$ cat src/rtl/wb_narrow_bridge.sv
module wb_narrow_bridge #(
  parameter int UP_AW = 21,
  parameter int DN_AW = UP_AW - 1
) (
  input  logic             clk_i,
  input  logic             rst_i,
  input  logic             up_cyc,
  input  logic             up_stb,
  input  logic             up_we,
  input  logic [UP_AW-1:0] up_adr,
  input  logic [3:0]       up_sel,
  input  logic [31:0]      up_wdat,
  output logic [31:0]      up_rdat,
  output logic             up_ack,
  output logic             up_stall,
  output logic             dn_cyc,
  output logic             dn_stb,
  output logic             dn_we,
  output logic [DN_AW-1:0] dn_adr,
  output logic [15:0]      dn_wdat,
  input  logic [15:0]      dn_rdat,
  input  logic             dn_ack,
  input  logic             dn_stall
);
  localparam int BW = DN_AW - 1;

  typedef enum logic [1:0] {S_IDLE, S_ISSUE, S_WAIT, S_DONE} st_t;

  st_t         st;
  logic [BW-1:0] base_q;
  logic        we_q, half_q, rd_q, hi_need_q;
  logic [3:0]  sel_q;
  logic [31:0] wd_q, rb_q;

  logic [1:0]  cur_sel;
  logic [15:0] cur_wd, cur_rb;
  logic [1:0]  need;

  assign need    = {|up_sel[3:2], |up_sel[1:0]};
  assign cur_sel = half_q ? sel_q[3:2] : sel_q[1:0];
  assign cur_wd  = half_q ? wd_q[31:16] : wd_q[15:0];
  assign cur_rb  = half_q ? rb_q[31:16] : rb_q[15:0];

  assign dn_wdat  = {cur_sel[1] ? cur_wd[15:8] : cur_rb[15:8],
                     cur_sel[0] ? cur_wd[7:0]  : cur_rb[7:0]};
  assign dn_adr   = {base_q, half_q};
  assign dn_we    = we_q & ~rd_q;
  assign dn_stb   = (st == S_ISSUE);
  assign dn_cyc   = (st == S_ISSUE) || (st == S_WAIT);
  assign up_stall = (st != S_IDLE);
  assign up_ack   = (st == S_DONE);
  assign up_rdat  = rb_q;

  always_ff @(posedge clk_i) begin
    if (rst_i) begin
      st        <= S_IDLE;
      base_q    <= '0;
      we_q      <= 1'b0;
      half_q    <= 1'b0;
      rd_q      <= 1'b0;
      hi_need_q <= 1'b0;
      sel_q     <= '0;
      wd_q      <= '0;
      rb_q      <= '0;
    end else begin
      case (st)
        S_IDLE: if (up_cyc && up_stb) begin
          base_q    <= up_adr[UP_AW-1:2];
          we_q      <= up_we;
          sel_q     <= up_sel;
          wd_q      <= up_wdat;
          rb_q      <= '0;
          hi_need_q <= need[1];
          half_q    <= ~need[0];
          rd_q      <= ~up_we | (need[0] ? ^up_sel[1:0] : ^up_sel[3:2]);
          st        <= (need == 2'b00) ? S_DONE : S_ISSUE;
        end
        S_ISSUE: if (!dn_stall) st <= S_WAIT;
        S_WAIT: if (dn_ack) begin
          if (rd_q) begin
            if (half_q) rb_q[31:16] <= dn_rdat;
            else        rb_q[15:0]  <= dn_rdat;
          end
          if (we_q && rd_q) begin
            rd_q <= 1'b0;
            st   <= S_ISSUE;
          end else if (!half_q && hi_need_q) begin
            half_q <= 1'b1;
            rd_q   <= ~we_q | ^sel_q[3:2];
            st     <= S_ISSUE;
          end else begin
            st <= S_DONE;
          end
        end
        default: st <= S_IDLE;
      endcase
    end
  end

  a_r1_reset_quiet: assert property (@(posedge clk_i)
    rst_i |=> (!up_ack && !dn_cyc && !dn_stb && !up_stall));

  a_r6_ack_single: assert property (@(posedge clk_i) disable iff (rst_i)
    up_ack |=> !up_ack);

  a_r6_ack_bus_idle: assert property (@(posedge clk_i) disable iff (rst_i)
    up_ack |-> !dn_cyc);

  a_r7_stall_busy: assert property (@(posedge clk_i) disable iff (rst_i)
    dn_cyc |-> up_stall);

  a_r8_hold_stalled: assert property (@(posedge clk_i) disable iff (rst_i)
    (dn_stb && dn_stall) |=> (dn_stb && $stable(dn_adr) && $stable(dn_we) && $stable(dn_wdat)));
endmodule

$ cat config.mk
export PLATFORM = sky130hd
export DESIGN_NAME = wb_narrow_bridge
export DESIGN_NICKNAME = d
export VERILOG_FILES = /design/src/rtl/wb_narrow_bridge.sv
export SDC_FILE = /design/constraint.sdc
export NUM_CORES = 1
export LEC_CHECK = 0
export BUFFER_PORTS_ARGS = -buffer_cell sky130_fd_sc_hd__buf_4
export CORE_MARGIN = 2
export CORE_UTILIZATION = 49
export CTS_CLUSTER_DIAMETER = 120
export DETAILED_ROUTE_END_ITERATION = 8
export GPL_TIMING_DRIVEN = 0
export PLACE_DENSITY = 0.83
export SETUP_SLACK_MARGIN = 0.5
export SYNTH_ARGS = -nofsm -noshare
export SYNTH_HDL_FRONTEND = slang
export SYNTH_SLANG_ARGS = --single-unit
$ cat constraint.sdc
create_clock -name clk_i -period 2.6 [get_ports clk_i]
set_clock_uncertainty 0.05 [all_clocks]
set_input_delay 0.39 -clock clk_i [delete_from_list [all_inputs] [get_ports clk_i]]
set_output_delay 0.39 -clock clk_i [all_outputs]
set_load 0.01 [all_outputs]
# After elaboration in Yosys (flattened, before gate mapping)
# Index checks and enable logic that the tools add are counted.
dict set report totals {
  n_memories 0
  word_cells 78
  ramBits 0
  regBits 93
  romBits 0
  latch_bits 0
}
dict set report classes {
  bitwise 7
  n_reduce_logical 20
  n_div 0
  n_eq_ne 12
  order_cmp 0
  addsub 0
  muxes 29
  multipliers 0
  n_shift 0
}
# cell count
set op_table {}
lappend op_table {{32-bit 2-to-1 mux} 3}
lappend op_table {{16-bit 2-to-1 mux} 4}
lappend op_table {{32-bit one-hot mux with 2 select lines} 1}
lappend op_table {{8-bit 2-to-1 mux} 2}
lappend op_table {{5-bit AND reduction} 3}
lappend op_table {{2-bit 2-to-1 mux} 7}
lappend op_table {{2-bit != test, second input constant} 7}
lappend op_table {{1-bit 2-to-1 mux} 9}
lappend op_table {{2-bit one-hot mux with 3 select lines} 1}
lappend op_table {{2-bit XOR reduction} 3}
lappend op_table {{2-bit equality test, second input constant} 2}
lappend op_table {{2-bit logical NOT} 2}
lappend op_table {{1-bit NOT} 4}
lappend op_table {{1-bit one-hot mux with 2 select lines} 2}
lappend op_table {{4-bit AND reduction} 1}
lappend op_table {{2-bit nonzero test} 2}
lappend op_table {{2-bit OR reduction} 2}
lappend op_table {{1-bit logical AND} 3}
lappend op_table {{3-bit by 1-bit != test with 1-bit output, second input constant} 1}
lappend op_table {{3-bit AND reduction} 1}
lappend op_table {{2-bit by 1-bit equality test with 1-bit output, second input constant} 1}
lappend op_table {{2-bit by 1-bit != test with 1-bit output, second input constant} 1}
lappend op_table {{1-bit OR} 2}
lappend op_table {{2-bit AND reduction} 1}
lappend op_table {{3 further kinds} 3}

# Longest topological paths before layout
dict set report logic_depth {
  ltp_word 6
  depth_mapped 9
  ltp_nobuf 6
}

# Worst setup path after synthesis
# OpenSTA, ideal clock, no wires.
dict set report synth_timing {
  path_type {reg2reg}
  start {register st[0]}
  end {register rb_q[10], in the netlist up_rdat[10]}
  n_path_buf 2
  slack_ns 0.643
  t_arrival_ns 1.779
  t_required_ns 2.422
  stages_incl_launch_ff 9
  synth_period_minus_slack_ns 1.957
  cell_sequence {dfxtp_1 > inv_1 > ha_1 > a21boi_2 > nor4b_1 > buf_4 > buf_12 > mux2i_1 > nor2_1}
}
dict set report synth_between {
  elab_chain_len 3
}
# element line_no
set synth_rtl {}
lappend synth_rtl {{start: declaration} 29} ;# st_t st;
lappend synth_rtl {{start signal: assignment} 76} ;# st <= (need == 2'b00) ? S_DONE : S_ISSUE;
lappend synth_rtl {{2-bit equality test / 2-bit logical NOT (equally long branches)} 66} ;# case (st)
lappend synth_rtl {{2-bit != test (no line) / 2-bit nonzero test (equally long branches)} -}
lappend synth_rtl {{5-bit AND reduction (no line)} -}
lappend synth_rtl {{end signal: assignment} 82} ;# else rb_q[15:0] <= dn_rdat;
lappend synth_rtl {{end: declaration} 33} ;# logic [31:0] wd_q, rb_q;
# Several ways; a longest one is shown, not always the timed one.
# A chain may end at the register's enable or synchronous reset.

# Worst setup path in the final report
dict set report layout_timing {
  start {register sel_q[1]}
  end {output dn_wdat[14]}
}
dict set report layout_between {
  elab_chain_len 2
}
# element line_no
set layout_rtl {}
lappend layout_rtl {{start: declaration} 32} ;# logic [3:0] sel_q;
lappend layout_rtl {{start signal: assignment} 70} ;# sel_q <= up_sel;
lappend layout_rtl {{2-bit 2-to-1 mux} 40} ;# assign cur_sel = half_q ? sel_q[3:2] : sel_q[1:0];
lappend layout_rtl {{8-bit 2-to-1 mux} 44} ;# assign dn_wdat = {cur_sel[1] ? cur_wd[15:8] : cur_rb[15:8],
lappend layout_rtl {{end: declaration} 20} ;# output logic [15:0] dn_wdat,
# No other way between the ends.

==> run_results.csv <==
group,metric,value,unit
route,drc,0,
floorplan,die-area,9228,um^2
clocking,root_buffer,"clkbuf_8",
clocking,clk_pin_slew,0.09,ns
place,pre_cts_slack,0.3247,ns
route,ant_nets,0,
route,via_per_inst,5.336,
synth,synth_edf_count,0,
synth,synth_top_cell_area_share,44.83,%
clocking,cts_num_sinks,93,
route,drt-total-wl,12480,um
layout,seq_area,1872,um^2
synth,syn_area,4153,um^2
place,dpl.hpwl,9303,um
route,routed-via-count,4114,
place,gp_congestion,0.8810,
timing,worstMarginPinSlew,0.5723,ns
clocking,htreeDepth,3,
timing,fin_tns_setup,0,ns
power,swShare,34.78,%
floorplan,initial_utilization,50.54,%
setup_path,cp-end-kind,"output pin",
layout,fin_util,69.76,%
layout,n_fill_cell,653,
synth,synth_ff_type,"dfxtp_1",
power,p_clk_share,23.8,%
floorplan,std_cell_rows,33,
power,powerDensity,861.5,nW/um^2
timing,finalCriticalPeriod,2.123,ns
layout,final_nets,749,
setup_path,cp_max_fo,10,
timing,hold_viol,0,
synth,synth_common_cells,"nand2_1, dfxtp_1, a21oi_1",
timing,slew_viol_final,0,
route,post_drt_wl_per_cell,16.18,um
layout,layout-drive-gt1-share,31.68,%
grt,grt_pass1_wl,19110,um
synth,synth_area_leader_cell,"dfxtp_1",
setup_path,crit_type,"flop to output pin",
outcome,outcome,"finished, final reports clean",
grt,grt_pass1_vias,4064,
power,p_int,0.003221,W
place,place_inst,751,
synth,synth.distinct_cells,36,
place,io_buffers,150,
setup_path,crit_chain,"clkbuf_4 -> nor2b_1 -> a211oi_1 -> a21oi_1 -> buf_4",
floorplan,io_pins,153,
setup_path,required,2.16,ns
timing,rsz0062_at_grt,"true",
clocking,numCtsBuffers,9,
power,seqPwrFrac,34.3,%
grt,grt_max_degree,16,
synth,synth.area.top_cells,"dfxtp_1, mux2i_1, nand2_1",
grt,gr-total-overflow,0,
timing,fin_crit_sh,81.66,%
power,pwr-share-comb,41.9,%
route,drt_iter0_markers,179,
synth,syn_area_per_cell,8.372,um^2
timing,fmax,471.0,MHz
clocking,clock_latency,0.36,ns
hold_path,min_path_type,"input port to flop",
floorplan,chipWidth,96.06,um
layout,finalNonFillerCells,771,
power,ir_drop,0.4205,mV
clocking,cts.path.max_buffers,2,
setup_path,slowest_stage,"dfxtp_2",
floorplan,coreArea,8217,um^2
synth,ys_seq_area_share,44.83,%
power,leakagePower,2.500,nW
power,switching_power,0.001717,W
layout,insertedDiodeCount,0,
setup_path,crit_arrival,1.68,ns
route,dr.pass1.iters,5,
timing,fin_ws,0.4768,ns
synth,synthCells,496,
layout,multi_input_area,2081,um^2
synth,synth.most_common_cell,"nand2_1",
power,power.total,0.004938,W
synth,ys_warn_count,0,
grt,grt_antenna_before_repair,0,
floorplan,fp.dieH,96.06,um
clocking,cts_tree,"yes",
timing,relSlewSlack,61.85,%
grt,grtUsageTotal,27.37,%
layout,area_growth,38.02,%
synth,synth-async-reset-ratio,0,%
synth,synth_seq_cells,93,
job,drv_cap,0,
synth,syn-num-nets,584,
setup_path,critPathLaunchType,"flop",
timing,setup_viol,0,
setup_path,crit_path_max_incr_delay,0.46,ns
clocking,postCtsHoldBufs,0,
## final timing paths
| path | startpoint | to | slack (ns) | cells after the start |
|---|---|---|---|---|
| hold / removal | up_wdat[19] | wd_q[19] | 0.22 | 3 |
| setup reg to reg | st[0] | up_rdat[11] | 0.60 | 8 |
| setup / recovery | sel_q[1] | dn_wdat[14] | 0.48 | 5 |
| hold reg to reg | base_q[17] | base_q[17] | 0.41 | 2 |
## logic make-up (layout without fill, tap and decap cells)
family                   count (synthesis)  count (layout)  share of synthesized area (%)
multiplexers                            50              50                          12.14
flip-flops                              93              93                          44.83
AO/OA/AOI/OAI                          101             101                          14.28
AND/OR/NAND/NOR                        197             197                          20.70
XOR/XNOR                                 1               1                         0.2109
adder cells (fa/ha/maj)                  8               8                          2.410
buffers and inverters                   46             216                          5.423
## power by group through the flow
| stage | clock network, W | registers [W] | logic (W) |
|---|---|---|---|
| 2_1_floorplan | 0 | 0.00171 | 0.00122 |
| 3_3_place_gp | 0 | 0.00170 | 0.00191 |
| 3_5_place_dp | 0 | 0.00171 | 0.00195 |
| 6_report | 0.00118 | 0.00169 | 0.00207 |
| 4_1_cts | 0.00118 | 0.00168 | 0.00203 |
| 5_1_grt | 0.00123 | 0.00171 | 0.00221 |
## final cells by class
class                           instances  share of cell area, %
Sequential cell                        93                  32.66
Tap cell                              105                  2.292
Clock inverter                          5                  1.855
Multi-Input combinational cell        357                  36.30
Inverter                                9                 0.5894
Buffer                                 37                  3.667
Timing Repair Buffer                  154                  20.17
Clock buffer                           11                  2.467
## worst max-delay path: cells and delay by family (launching register included)
kind | cells | cell delay, ns
compound gates | 2 | 0.36
simple gates | 1 | 0.07
flops | 1 | 0.46
buf+inv | 2 | 0.42
## flip-flops by register name, indices dropped and copies added, names as in the netlist
signal,count
rd_q,1
wd_q,32
up_rdat,32
st,2
hi_need_q,1
we_q,1
half_q,1
base_q,19
sel_q,4
## layer usage
| metal | part of all wire, % | track usage, % |
|---|---|---|
| met5 | 0 | 0 |
| met3 | 8.1 | 6.265 |
| met2 | 48 | 45.78 |
| met1 | 41 | 33.14 |
| met4 | 3.0 | 13.10 |
## layout by cell type (no fill, tap or decap), types with 3 or more instances in the layout
| master | instances |
|---|---|
| nand2_1 | 119 |
| clkbuf_2 | 6 |
| nor2_1 | 35 |
| nor2b_1 | 18 |
| buf_2 | 6 |
| mux2i_1 | 48 |
| and2_1 | 7 |
| buf_4 | 156 |
| dfxtp_1 | 89 |
| clkbuf_1 | 18 |
| bufinv_16 | 3 |
| ha_1 | 6 |
| clkbuf_4 | 3 |
| clkbuf_8 | 11 |
| and2_2 | 9 |
| a21oi_1 | 75 |
| inv_1 | 9 |
| a211oi_1 | 17 |
## metrics by stage
stage,area (um^2),hold WS (ns)
2_1_floorplan,4153,0.3860
3_3_place_gp,5410,0.3929
3_5_place_dp,5410,0.3968
4_1_cts,5702,0.2179
5_1_grt,5732,0.2162
6_report,5732,0.2188
## repair_timing
action                                  CTS  global route
resized for setup                        10            17
pin swaps                                 1             0
endpoints found under the setup margin   60            57
buffers inserted                          4             0
(Power assumes the default switching activity.)
